$ cat src/rtl/fastcall_pkg.sv
package fastcall_pkg;
  typedef enum logic [1:0] {
    MSR_SEL   = 2'd0,
    MSR_KIP   = 2'd1,
    MSR_KSP   = 2'd2,
    MSR_SPARE = 2'd3
  } msr_idx_e;

  localparam logic [1:0] PL_KERNEL = 2'd0;
  localparam logic [1:0] PL_USER   = 2'd3;
endpackage

$ cat src/rtl/fastcall_msr_bank.sv
module fastcall_msr_bank #(
  parameter int unsigned XLEN  = 32,
  parameter int unsigned SEL_W = 16
) (
  input  logic             clk,
  input  logic             rst,
  input  logic             we,
  input  logic [1:0]       idx,
  input  logic [XLEN-1:0]  wdata,
  output logic [SEL_W-1:0] sel_q,
  output logic [XLEN-1:0]  kip_q,
  output logic [XLEN-1:0]  ksp_q
);
  import fastcall_pkg::*;

  always_ff @(posedge clk) begin
    if (rst) begin
      sel_q <= '0;
      kip_q <= '0;
      ksp_q <= '0;
    end else if (we) begin
      case (msr_idx_e'(idx))
        MSR_SEL: sel_q <= wdata[SEL_W-1:0];
        MSR_KIP: kip_q <= wdata;
        MSR_KSP: ksp_q <= wdata;
        default: ;
      endcase
    end
  end
endmodule

$ cat src/rtl/fastcall_gate.sv
module fastcall_gate #(
  parameter int unsigned SEL_W = 16
) (
  input  logic             feat_en,
  input  logic             prot_mode,
  input  logic [1:0]       cur_cpl,
  input  logic [SEL_W-1:0] sel,
  input  logic             req_enter,
  input  logic             req_exit,
  output logic             go_enter,
  output logic             go_exit,
  output logic             reject
);
  import fastcall_pkg::*;

  logic base_ok;
  logic single;

  always_comb begin
    base_ok  = feat_en && prot_mode && (sel != '0);
    single   = req_enter ^ req_exit;
    go_enter = req_enter && single && base_ok;
    go_exit  = req_exit && single && base_ok && (cur_cpl == PL_KERNEL);
    reject   = (req_enter || req_exit) && !go_enter && !go_exit;
  end
endmodule

$ cat src/rtl/fastcall_state_gen.sv
module fastcall_state_gen #(
  parameter int unsigned XLEN       = 32,
  parameter int unsigned SEL_W      = 16,
  parameter int unsigned STACK_STEP = 8
) (
  input  logic             to_user,
  input  logic [SEL_W-1:0] sel,
  input  logic [XLEN-1:0]  kip,
  input  logic [XLEN-1:0]  ksp,
  input  logic [XLEN-1:0]  edx,
  input  logic [XLEN-1:0]  ecx,
  output logic [XLEN-1:0]  eip_n,
  output logic [XLEN-1:0]  esp_n,
  output logic [SEL_W-1:0] cs_n,
  output logic [SEL_W-1:0] ss_n,
  output logic [1:0]       cpl_n
);
  import fastcall_pkg::*;

  localparam logic [SEL_W-1:0] RPL_MASK = SEL_W'(3);
  localparam logic [SEL_W-1:0] SS_STEP  = SEL_W'(STACK_STEP);

  always_comb begin
    if (to_user) begin
      eip_n = edx;
      esp_n = ecx;
      cs_n  = sel | RPL_MASK;
      cpl_n = PL_USER;
    end else begin
      eip_n = kip;
      esp_n = ksp;
      cs_n  = sel & ~RPL_MASK;
      cpl_n = PL_KERNEL;
    end
    ss_n = cs_n + SS_STEP;
  end
endmodule

$ cat src/rtl/fastcall_xfer_unit.sv
module fastcall_xfer_unit #(
  parameter int unsigned XLEN       = 32,
  parameter int unsigned SEL_W      = 16,
  parameter int unsigned STACK_STEP = 8
) (
  input  logic             clk,
  input  logic             rst,
  input  logic             feat_en,
  input  logic             prot_mode,
  input  logic [1:0]       cur_cpl,
  input  logic             msr_we,
  input  logic [1:0]       msr_idx,
  input  logic [XLEN-1:0]  msr_wdata,
  input  logic             req_enter,
  input  logic             req_exit,
  input  logic [XLEN-1:0]  gpr_edx,
  input  logic [XLEN-1:0]  gpr_ecx,
  output logic             done,
  output logic             fault,
  output logic [XLEN-1:0]  new_eip,
  output logic [XLEN-1:0]  new_esp,
  output logic [SEL_W-1:0] new_cs,
  output logic [SEL_W-1:0] new_ss,
  output logic [XLEN-1:0]  seg_base,
  output logic [XLEN-1:0]  seg_limit,
  output logic             seg_expdn,
  output logic             seg_big,
  output logic [1:0]       new_cpl,
  output logic             clr_vm,
  output logic             clr_if
);
  logic [SEL_W-1:0] sel_q;
  logic [XLEN-1:0]  kip_q, ksp_q;
  logic             go_enter, go_exit, reject;
  logic [XLEN-1:0]  eip_n, esp_n;
  logic [SEL_W-1:0] cs_n, ss_n;
  logic [1:0]       cpl_n;

  fastcall_msr_bank #(.XLEN(XLEN), .SEL_W(SEL_W)) u_msr (
    .clk(clk), .rst(rst), .we(msr_we), .idx(msr_idx), .wdata(msr_wdata),
    .sel_q(sel_q), .kip_q(kip_q), .ksp_q(ksp_q)
  );

  fastcall_gate #(.SEL_W(SEL_W)) u_gate (
    .feat_en(feat_en), .prot_mode(prot_mode), .cur_cpl(cur_cpl), .sel(sel_q),
    .req_enter(req_enter), .req_exit(req_exit),
    .go_enter(go_enter), .go_exit(go_exit), .reject(reject)
  );

  fastcall_state_gen #(.XLEN(XLEN), .SEL_W(SEL_W), .STACK_STEP(STACK_STEP)) u_gen (
    .to_user(go_exit), .sel(sel_q), .kip(kip_q), .ksp(ksp_q),
    .edx(gpr_edx), .ecx(gpr_ecx),
    .eip_n(eip_n), .esp_n(esp_n), .cs_n(cs_n), .ss_n(ss_n), .cpl_n(cpl_n)
  );

  always_ff @(posedge clk) begin
    if (rst) begin
      done      <= 1'b0;
      fault     <= 1'b0;
      clr_vm    <= 1'b0;
      clr_if    <= 1'b0;
      new_eip   <= '0;
      new_esp   <= '0;
      new_cs    <= '0;
      new_ss    <= '0;
      seg_base  <= '0;
      seg_limit <= '0;
      seg_expdn <= 1'b0;
      seg_big   <= 1'b0;
      new_cpl   <= '0;
    end else begin
      done   <= go_enter || go_exit;
      fault  <= reject;
      clr_vm <= go_enter;
      clr_if <= go_enter;
      if (go_enter || go_exit) begin
        new_eip   <= eip_n;
        new_esp   <= esp_n;
        new_cs    <= cs_n;
        new_ss    <= ss_n;
        new_cpl   <= cpl_n;
        seg_base  <= '0;
        seg_limit <= '1;
        seg_expdn <= 1'b0;
        seg_big   <= 1'b1;
      end
    end
  end
endmodule

$ cat config.mk
export PLATFORM = sky130hd
export DESIGN_NAME = fastcall_xfer_unit
export DESIGN_NICKNAME = d
export VERILOG_FILES = /design/src/rtl/fastcall_pkg.sv /design/src/rtl/fastcall_msr_bank.sv /design/src/rtl/fastcall_gate.sv /design/src/rtl/fastcall_state_gen.sv /design/src/rtl/fastcall_xfer_unit.sv
export SDC_FILE = /design/constraint.sdc
export NUM_CORES = 1
export LEC_CHECK = 0
export BUFFER_PORTS_ARGS = -buffer_cell sky130_fd_sc_hd__buf_4
export CAP_MARGIN = 40
export CORE_MARGIN = 10
export CORE_UTILIZATION = 55
export DETAILED_ROUTE_END_ITERATION = 7
export PLACE_DENSITY = 0.95
export SYNTH_ARGS = -nofsm -noshare
export SYNTH_HDL_FRONTEND = slang
export SYNTH_SLANG_ARGS = --single-unit
$ cat constraint.sdc
create_clock -name clk -period 5.3 [get_ports clk]
set_clock_uncertainty 0.15 [all_clocks]
set_input_delay 0.53 -clock clk [delete_from_list [all_inputs] [get_ports clk]]
set_output_delay 0.53 -clock clk [all_outputs]
set_load 0.1 [all_outputs]
Word-level counts from Yosys, hierarchy flattened

Index checks and enable logic that the tools add are counted.

Logic and storage cells: 40
Input bits: 107
Bits in registers: 183
Output and inout bits: 168

Multiplexer cells: 4
Bitwise operators: 1
Add/subtract/negate cells: 1
Reduce and logical (&&, ||, !) cells: 19
Eq/ne operators: 2

Operator list:

| operator                                                         | count |
|---|---|
| 32-bit two-way mux                                               | 2 |
| 16-bit by 4-bit adder with 16-bit output (second input constant) | 1 |
| 16-bit nonzero test                                              | 1 |
| 1-bit logical AND                                                | 9 |
| 2-bit AND reduction                                              | 3 |
| 2-bit zero test                                                  | 2 |
| 2-bit two-way mux                                                | 2 |
| 2-bit by 1-bit == test with 1-bit output (second input constant) | 1 |
| 2-bit == test (second input constant)                            | 1 |
| 1-bit zero test                                                  | 2 |
| 1-bit logical OR                                                 | 2 |
| 1-bit XOR                                                        | 1 |

Logic depth before layout (Yosys ltp)

Gate-level depths: netlist of the first run.

Depth after elaboration: 6
Depth in mapped cells: 7
Gate-level depth less buffers: 5

By module

From an unflattened synthesis of the first run, not the netlist that was laid out.

Cell total of the unflattened synthesis: 957
Area total of the unflattened synthesis: 9192.6 um2

By module, submodules not included:

| module             | cells an instance | area each (um2) | seq. area each (um2) | instances |
|---|---|---|---|---|
| fastcall_xfer_unit | 524               | 4683.2          | 2042.0               | 1 |
| fastcall_msr_bank  | 299               | 3288.2          | 1601.5               | 1 |
| fastcall_state_gen | 123               | 1143.6          | 0.0                  | 1 |
| fastcall_gate      | 11                | 77.6            | 0.0                  | 1 |

Worst setup path before layout of the first run

OpenSTA, ideal clock, no wires.

Kind: reg-to-output
Start: reg seg_big (netlist name)
End: out seg_limit[0]
Stages on the path, launching flop included: 2
Data arrival time: 1.931 ns
Required time: 4.620 ns
Path buffers: 1
Setup slack: 2.689 ns
Cells stage by stage: dfxtp_1 buf_4

RTL lines:

| element       | RTL line                 | text |
|---|---|---|
| end, declared | fastcall_xfer_unit.sv:25 | `output logic [XLEN-1:0] seg_limit,` |

Worst setup path after layout of the first run

Start: reg u_msr.sel_q[3]
End: reg new_ss[5]

Word-level cells in the longest chain between the ends: 6
Elaborated cells between the ends (all ways): 8
Classes of those cells: add/sub (1); mux (1); reduce/logical (6)

RTL lines:

| element                                  | RTL line                 | text |
|---|---|---|
| start, declared                          | fastcall_msr_bank.sv:10  | `output logic [SEL_W-1:0] sel_q,` |
| start signal, assigned                   | fastcall_msr_bank.sv:23  | `MSR_SEL: sel_q <= wdata[SEL_W-1:0];` |
| 16-bit nonzero test                      | fastcall_gate.sv:20      | `base_ok = feat_en && prot_mode && (sel != '0);` |
| 1-bit logical AND                        | fastcall_gate.sv:20      |  |
| 1-bit logical AND (2 in a row)           | fastcall_gate.sv:23      | `go_exit = req_exit && single && base_ok && (cur_cpl == PL_KERNEL);` |
| 2-bit two-way mux                        | fastcall_state_gen.sv:24 | `if (to_user) begin` |
| 16-bit by 4-bit adder with 16-bit output | fastcall_state_gen.sv:35 | `ss_n = cs_n + SS_STEP;` |
| end signal, assigned                     | fastcall_xfer_unit.sv:80 | `new_ss <= ss_n;` |
| end, declared                            | fastcall_xfer_unit.sv:23 | `output logic [SEL_W-1:0] new_ss,` |

Parallel ways exist; a longest one is shown, timed or not.
A chain may end at the register's enable or synchronous reset.

==> flow_summary.ini, run 1 <==
[global_routing]
grt_first_pass_wirelength_um = 41520
grt_pass1_vias = 7858
overflow = 0
grt_max_degree = 88
track_usage = 0.2508
grt_antenna_before_repair = 0

[final_layout]
design_area_um2 = 10220
drive_gt1_frac = 0.3102
diodes = 0
syn_to_final_growth_pct = 24.88
fill_cells = 1096
nets = 1222

[synth]
synth.most_common_cell = dfxtp_1
ys_seq_area_frac = 0.4303
netlist_area_um2 = 8188
synthFlopType = dfxtp_1
yosys.area.top_type = dfxtp_1
yosys-top-cells-count = 176 x dfxtp_1, 163 x nand2_1, 109 x a21oi_1
synth-seq-cells = 176
synth_cell_type_count = 39
synth_edf_count = 0
synthArstFlopShare = 0
synthCells = 973
avgSynthCellArea_um2 = 8.415
synth_area_leaders = dfxtp_1 43%, a311oi_2 8.8%, buf_4 7.7%
yosys_warnings = 0
yosys.area.top_type_share = 0.4303

[detailed_routing]
via_count = 7946
drc = 0
vias_per_cell = 6.070
wl_um = 26760
drt_iter0_markers = 865
ant_nets = 0
wl_per_cell_um = 20.44
dr.pass1.iters = 6

[timing]
period_minus_slack_ns = 2.908
slew_violations = 0
rsz0062_at_grt = no
setup_viol = 0
tns_ns = 0
tightest_slew_ns = 0.9169
post-route-period-util = 0.5486
final-hold-violation-count = 0
clock.fmax_mhz = 343.9
relSlewSlack = 0.3887

[worst_setup_path]
critPathArrivalTime_ns = 3.07
required_ns = 5.47
crit_fanout = 83
path_class = reg2reg
cpMaxStageDelayCell = buf_4
crit_path_start_kind = register
path_cells = nor4_4, a41o_2, buf_4, nor2_1, a211oi_1
cp_slowest_stage_delay_ns = 0.68
end_kind = register

[cts]
cts-hold-fix-buffers = 0
clk_latency_ns = 0.43
htree_num_levels = 4
post_cts_buffers = 0
cts_buffer_depth = 2
cts_resized = 0
cts_tree = done
clock_sinks = 176
cts-root-buf = clkbuf_16
cts_inserted_buffers = 17
clkTransAtPathRegs_ns = 0.07

[min_path]
hp-class = in2reg

[power]
combPwrFrac = 0.188
power.leakage_nw = 3.781
switching_share = 0.3063
p_int_mw = 2.330
seq_power_share = 0.411
p_sw_mw = 1.029
power.total_mw = 3.360
power_per_cell_area_nw_per_um2 = 328.6
peakVddDrop_v = 0.0002353
clkPwrFrac = 0.402

[place]
hpwlAfterDp_um = 18060
io_buffers = 241
place_congestion = 0.8862
place_area_um2 = 9584

[outcome]
status = completed

[floorplan]
die_w_um = 142.0
die-area_um2 = 20170
initial_utilization = 0.5634
num_io_pins = 275
core_area_um2 = 14530
rows = 44
die_h_um = 142.0

[job]
max_cap_viol_count = 0
[state kept, by name, summed over array words and instances (netlist names)]
| register | count |
|---|---|
| done | 1 |
| new_eip | 32 |
| u_msr.ksp_q | 32 |
| new_esp | 32 |
| seg_big | 1 |
| new_cs | 15 |
| fault | 1 |
| clr_if | 1 |
| u_msr.kip_q | 32 |
| new_ss | 13 |
| u_msr.sel_q | 16 |
[power groups by stage]
stage / clock (mW) / combinational, mW / sequential, mW
4_1_cts: 1.36 / 0.623 / 1.38
3_3_place_gp: 0 / 0.590 / 1.41
3_5_place_dp: 0 / 0.619 / 1.41
6_report: 1.35 / 0.630 / 1.38
5_1_grt: 1.41 / 0.657 / 1.38
2_1_floorplan: 0 / 0.404 / 1.49
[path summary, 6_finish.rpt]
kind	start	endpoint	slack, ns	cells past startpoint
max	u_msr.sel_q[3]	new_ss[5]	2.39	5
min	msr_wdata[26]	u_msr.ksp_q[26]	0.22	3
max reg2reg	u_msr.sel_q[3]	new_ss[5]	2.39	5
min reg2reg	u_msr.ksp_q[9]	u_msr.ksp_q[9]	0.30	2
[per-stage QoR]
| step | util | setup WS [ns] | hold WS (ns) | cells |
|---|---|---|---|---|
| 6_report | 0.7035 | 2.392 | 0.2168 | 1309 |
| 5_1_grt | 0.7035 | 2.322 | 0.2172 | 1309 |
| 4_1_cts | 0.7032 | 2.446 | 0.2047 | 1308 |
| 3_5_place_dp | 0.6594 | 2.072 | 0.2967 | 1278 |
| 3_3_place_gp | 0.6482 | 2.190 | 0.2924 | 1270 |
| 2_1_floorplan | - | 2.689 | 0.2866 | 1005 |
[worst max-delay path, delay by kind of cell, from the launching register on]
kind | cells | cell delay (ns)
compound gates | 2 | 0.66
buf+inv | 1 | 0.68
flops | 1 | 0.40
simple gates | 2 | 0.87
[cells by family (layout without fill, tap and decap cells)]
group,after synthesis,count (layout),synth area share
AOI/OAI and AO/OA,267,267,0.2346
xor gates and xnor gates,11,11,0.01177
adders and majority gates,1,1,0.001528
buffers and inverters,171,291,0.1238
DFF,176,176,0.4303
other,1,33,0.0004580
and+or+nand+nor,346,346,0.1976
[final cells by class]
cell class | count | area (um^2) | area share
Clock buffer | 21 | 480.5 | 0.04699
Sequential cell | 176 | 3523 | 0.3446
Clock inverter | 9 | 155.1 | 0.01517
Timing Repair Buffer | 258 | 2041 | 0.1996
Multi-Input combinational cell | 658 | 3784 | 0.3700
Inverter | 3 | 11.26 | 0.001101
Tap cell | 184 | 230.2 | 0.02252
[cell usage in the layout (no fill, tap or decap), types with 11 or more instances in the layout]
cell type / count
a211oi_1: 11
a21oi_1: 109
a311oi_1: 16
a311oi_2: 48
buf_4: 248
clkbuf_16: 17
conb_1: 33
dfxtp_1: 176
nand2_1: 163
nand3_1: 83
nor3_1: 70
o21ai_0: 74
[layer usage]
metal / GRT usage / vias up / share of wire
li1: - / 3632 / -
met1: 0.3053 / 3745 / 0.39
met2: 0.3988 / 478 / 0.47
met3: 0.06943 / 91 / 0.096
met4: 0.1248 / 0 / 0.044
met5: 0 / - / 0
No activity file was read; power rests on OpenSTA's default activity.
==> run 2: changes to the inputs <==
- CORE_UTILIZATION: 55 -> 46
- PLACE_DENSITY: 0.95 -> 0.89
- clock period: 5.3 -> 2.4 ns (I/O delays scaled with it)
==> run 2 against run 1 <==
Compared with the run above: sequential cell count did not move; highest routed layer unchanged; critical path depth unchanged; global-route usage fell by 2.9 points; first-iteration DRC count decreased by 19%; setup slack lost 2.3 ns; sequential share of layout area decreased by 1.5 points.
==> flow_summary.ini, run 2 (synthesis gave the netlist of run 1 again) <==
[timing]
final-hold-violation-count = 0
setup_ws_ns = 0.1165
rsz0062_at_grt = no
period_minus_slack_ns = 2.284
slew_violations = 0
tns_ns = 0
timing.hold.ws_ns = 0.04233
setup_viol = 0
post-route-period-util = 0.9515
clock.fmax_mhz = 437.9

[place]
place_congestion = 0.8573
place_inst = 1331
hpwlAfterDp_um = 18880
post-place-ws_ns = 0.1448
place_area_um2 = 9698
io_buffers = 241

[final_layout]
finalNonFillerCells = 1401
nets = 1268
drive_gt1_frac = 0.3086
utilization = 0.6151
design_area_um2 = 10680
regArea_um2 = 3523
fill_cells = 1355
final_cell_mix = 262 x buf_4, 176 x dfxtp_1, 163 x nand2_1
multi_input_area_um2 = 3791
syn_to_final_growth_pct = 30.39
final_common_cell = buf_4

[global_routing]
grt_pass1_vias = 7860
overflow = 0
grt_antenna_before_repair = 3
grt_max_degree = 84
grt_first_pass_wirelength_um = 43280
track_usage = 0.2217

[cts]
clkTransAtPathRegs_ns = 0.07
cts-root-buf = clkbuf_16
clock_sinks = 176
cts_buffer_depth = 2
clk_latency_ns = 0.43
htree_num_levels = 4
cts_inserted_buffers = 17
cts_tree = done

[floorplan]
die_h_um = 153.4
rows = 48
die-area_um2 = 23540
die_w_um = 153.4
core_area_um2 = 17360
num_io_pins = 275
initial_utilization = 0.4717

[worst_setup_path]
crit_path_start_kind = register
path_class = reg2reg
crit_fanout = 34
end_kind = register
required_ns = 2.54
critPathArrivalTime_ns = 2.42
rr_worst_depth = 5

[detailed_routing]
ant_nets = 0
wl_um = 28230
vias_per_cell = 5.819
dr.pass1.iters = 5
drc = 0
drt_iter0_markers = 704
via_count = 8153
wl_per_cell_um = 20.15

[power]
peakVddDrop_v = 0.0004878
power.leakage_nw = 3.948
power_per_cell_area_nw_per_um2 = 690.3
power.total_mw = 7.370

[outcome]
status = completed

[min_path]
hold_depth = 3
hp-class = in2reg

[job]
max_cap_viol_count = 0
[run 2: cell types whose count changed in the layout (fill, tap and decap cells not counted), sizes merged]
cell / before / now
clkbuf: 22 / 20
dlygate4sd3: 0 / 35
inv: 4 / 5
buf: 257 / 269
clkinvlp: 1 / 4
diode: 0 / 3
bufinv: 4 / 3
[run 2: path summary, 6_finish.rpt]
kind / slack, ns / to / from
setup reg to reg: 0.12 / new_eip[30] / u_msr.sel_q[3]
hold reg to reg: 0.30 / u_msr.kip_q[10] / u_msr.kip_q[10]
hold / removal: 0.04 / new_esp[22] / gpr_ecx[22]
setup / recovery: 0.12 / new_eip[30] / u_msr.sel_q[3]
[run 2: area by class of cell]
cell class | count | share of cell area
Timing Repair Buffer | 304 | 0.2293
Antenna cell | 3 | 0.0007032
Clock inverter | 12 | 0.01465
Multi-Input combinational cell | 658 | 0.3551
Clock buffer | 20 | 0.04278
Inverter | 3 | 0.001055
Sequential cell | 176 | 0.3300
Tap cell | 225 | 0.02637
[run 2: worst max-delay path: stages, from the launching register on]
cell and delay [ns]:
dfxtp_1 0.40, nor4_4 0.41, a41o_2 0.29, or2_4 0.42, buf_12 0.31, a311oi_2 0.15
[run 2: per-layer routing]
metal | up-vias | track usage | wire length (um)
li1 | 3718 | - | -
met1 | 3840 | 0.2741 | 11000
met2 | 488 | 0.3455 | 13430
met3 | 107 | 0.05275 | 2458
met4 | 0 | 0.1278 | 1332
met5 | - | 0 | 0
[run 2: timing repair]
item,CTS,global route
buffers inserted,0,0
setup endpoints to repair,0,4
resized for setup,0,2
hold buffers,35,0
endpoints found under the hold margin,91,0
[run 2: where the power goes]
group          switching, mW  internal [mW]  leakage, nW
registers             0.0513           2.99         1.42
clock network           1.18           1.70        0.289
logic                   1.10          0.356         2.23
==> run 3: changes to the inputs <==
- CORE_UTILIZATION: 46 -> 45
- PLACE_DENSITY: 0.89 -> 0.87
==> run 3 against run 2 <==
Compared with the run above: design area shrank 0.45%; critical endpoint is now new_ss[11]; critical path depth grew 1; largest cell class unchanged; die area grew 1.9%; critical path type unchanged.
==> flow_summary.ini, run 3 (synthesis gave the netlist of run 1 again) <==
[outcome]
status = completed

[detailed_routing]
vias_per_cell = 5.690
drt_iter0_markers = 851
wl_per_cell_um = 19.70
wl_um = 27600
drc = 0
ant_nets = 0
dr.pass1.iters = 5
via_count = 7971

[timing]
post-route-period-util = 0.9367
setup_viol = 0
rsz0062_at_grt = no
final-hold-violation-count = 0
tightest_slew_ns = 0.6739
relSlewSlack = 0.5507
setup_ws_ns = 0.1520
clock.fmax_mhz = 444.8
period_minus_slack_ns = 2.248
tns_ns = 0
slew_violations = 0

[cts]
clock_sinks = 176
htree_num_levels = 4
clkTransAtPathRegs_ns = 0.07
cts_tree = done
cts-hold-fix-buffers = 34
cts-root-buf = clkbuf_16
clk_latency_ns = 0.42
cts_inserted_buffers = 17
cts_resized = 0
cts_buffer_depth = 2
post_cts_buffers = 0

[floorplan]
initial_utilization = 0.4574
die_h_um = 154.9
num_io_pins = 275
die_w_um = 154.9
core_area_um2 = 17900
rows = 49
die-area_um2 = 23990

[min_path]
hp-class = in2reg
hold_depth = 3

[place]
post-place-ws_ns = 0.2981
hpwlAfterDp_um = 18980
place_inst = 1332
place_congestion = 0.8470
io_buffers = 241

[power]
combPwrFrac = 0.200
p_sw_mw = 2.337
power.leakage_nw = 3.921
power.total_mw = 7.148
switching_share = 0.3269
peakVddDrop_v = 0.0003993
clkPwrFrac = 0.374
p_int_mw = 4.812
seq_power_share = 0.426
power_per_cell_area_nw_per_um2 = 672.5

[global_routing]
grt_pass1_vias = 7843
track_usage = 0.2142
met3_usage = 0.06452
overflow = 0
grt_antenna_before_repair = 3
grt_max_degree = 67
use_met1 = 0.2562
busiest_layer = met2
grt_first_pass_wirelength_um = 42410
grt_use_met2 = 0.3431

[final_layout]
nets = 1264
utilization = 0.5937
final_cell_mix = 257 x buf_4, 176 x dfxtp_1, 163 x nand2_1
syn_to_final_growth_pct = 29.81
drive_gt1_frac = 0.3080
final_common_cell = buf_4
finalNonFillerCells = 1401

[worst_setup_path]
critPathArrivalTime_ns = 2.41
rr_worst_depth = 6
crit_path_start_kind = register
required_ns = 2.56
crit_fanout = 61
end_kind = register
path_class = reg2reg

[job]
max_cap_viol_count = 0
run 3: area by class of cell:
type / instances / area, um^2
timing repair buffer: 300 / 2441
antenna: 3 / 7.507
tap: 229 / 286.5
multi-input combinational: 658 / 3789
clock inverter: 14 / 131.4
inverter: 3 / 11.26
sequential: 176 / 3523
clock buffer: 18 / 439.2
fill: 1481 / 7273
run 3: final timing paths:
| kind | start | slack [ns] | to |
|---|---|---|---|
| max reg2reg | u_msr.sel_q[0] | 0.15 | new_ss[11] |
| min | gpr_ecx[27] | 0.05 | new_esp[27] |
| max | u_msr.sel_q[0] | 0.15 | new_ss[11] |
| min reg2reg | u_msr.ksp_q[28] | 0.31 | u_msr.ksp_q[28] |
run 3: worst max-delay path, cell delays in order, from the launching register on:
cell      delay, ns
dfxtp_1        0.32
nor4_2         0.50
a41o_2         0.33
buf_12         0.25
nor2_1         0.10
buf_4          0.20
a211oi_1       0.26
run 3: per-stage QoR:
stage	area (um^2)	hold slack, ns
2_1_floorplan	8308	0.2260
3_3_place_gp	9711	0.2919
3_5_place_dp	9711	0.2970
4_1_cts	10620	0.03902
5_1_grt	10630	0.05418
6_report	10630	0.05171
run 3: layer usage:
| metal | vias up | wire (um) |
|---|---|---|
| met3 | 78 | 2483 |
| met5 | - | 0 |
| li1 | 3723 | - |
| met4 | 0 | 1069 |
| met2 | 415 | 13410 |
| met1 | 3755 | 10640 |
run 3: power groups by stage:
stage / sequential, mW / clock (mW) / combinational [mW]
6_report: 3.04 / 2.67 / 1.43
5_1_grt: 3.05 / 2.82 / 1.49
4_1_cts: 3.04 / 2.69 / 1.42
3_5_place_dp: 3.11 / 0 / 1.37
3_3_place_gp: 3.10 / 0 / 1.35
2_1_floorplan: 3.29 / 0 / 0.893
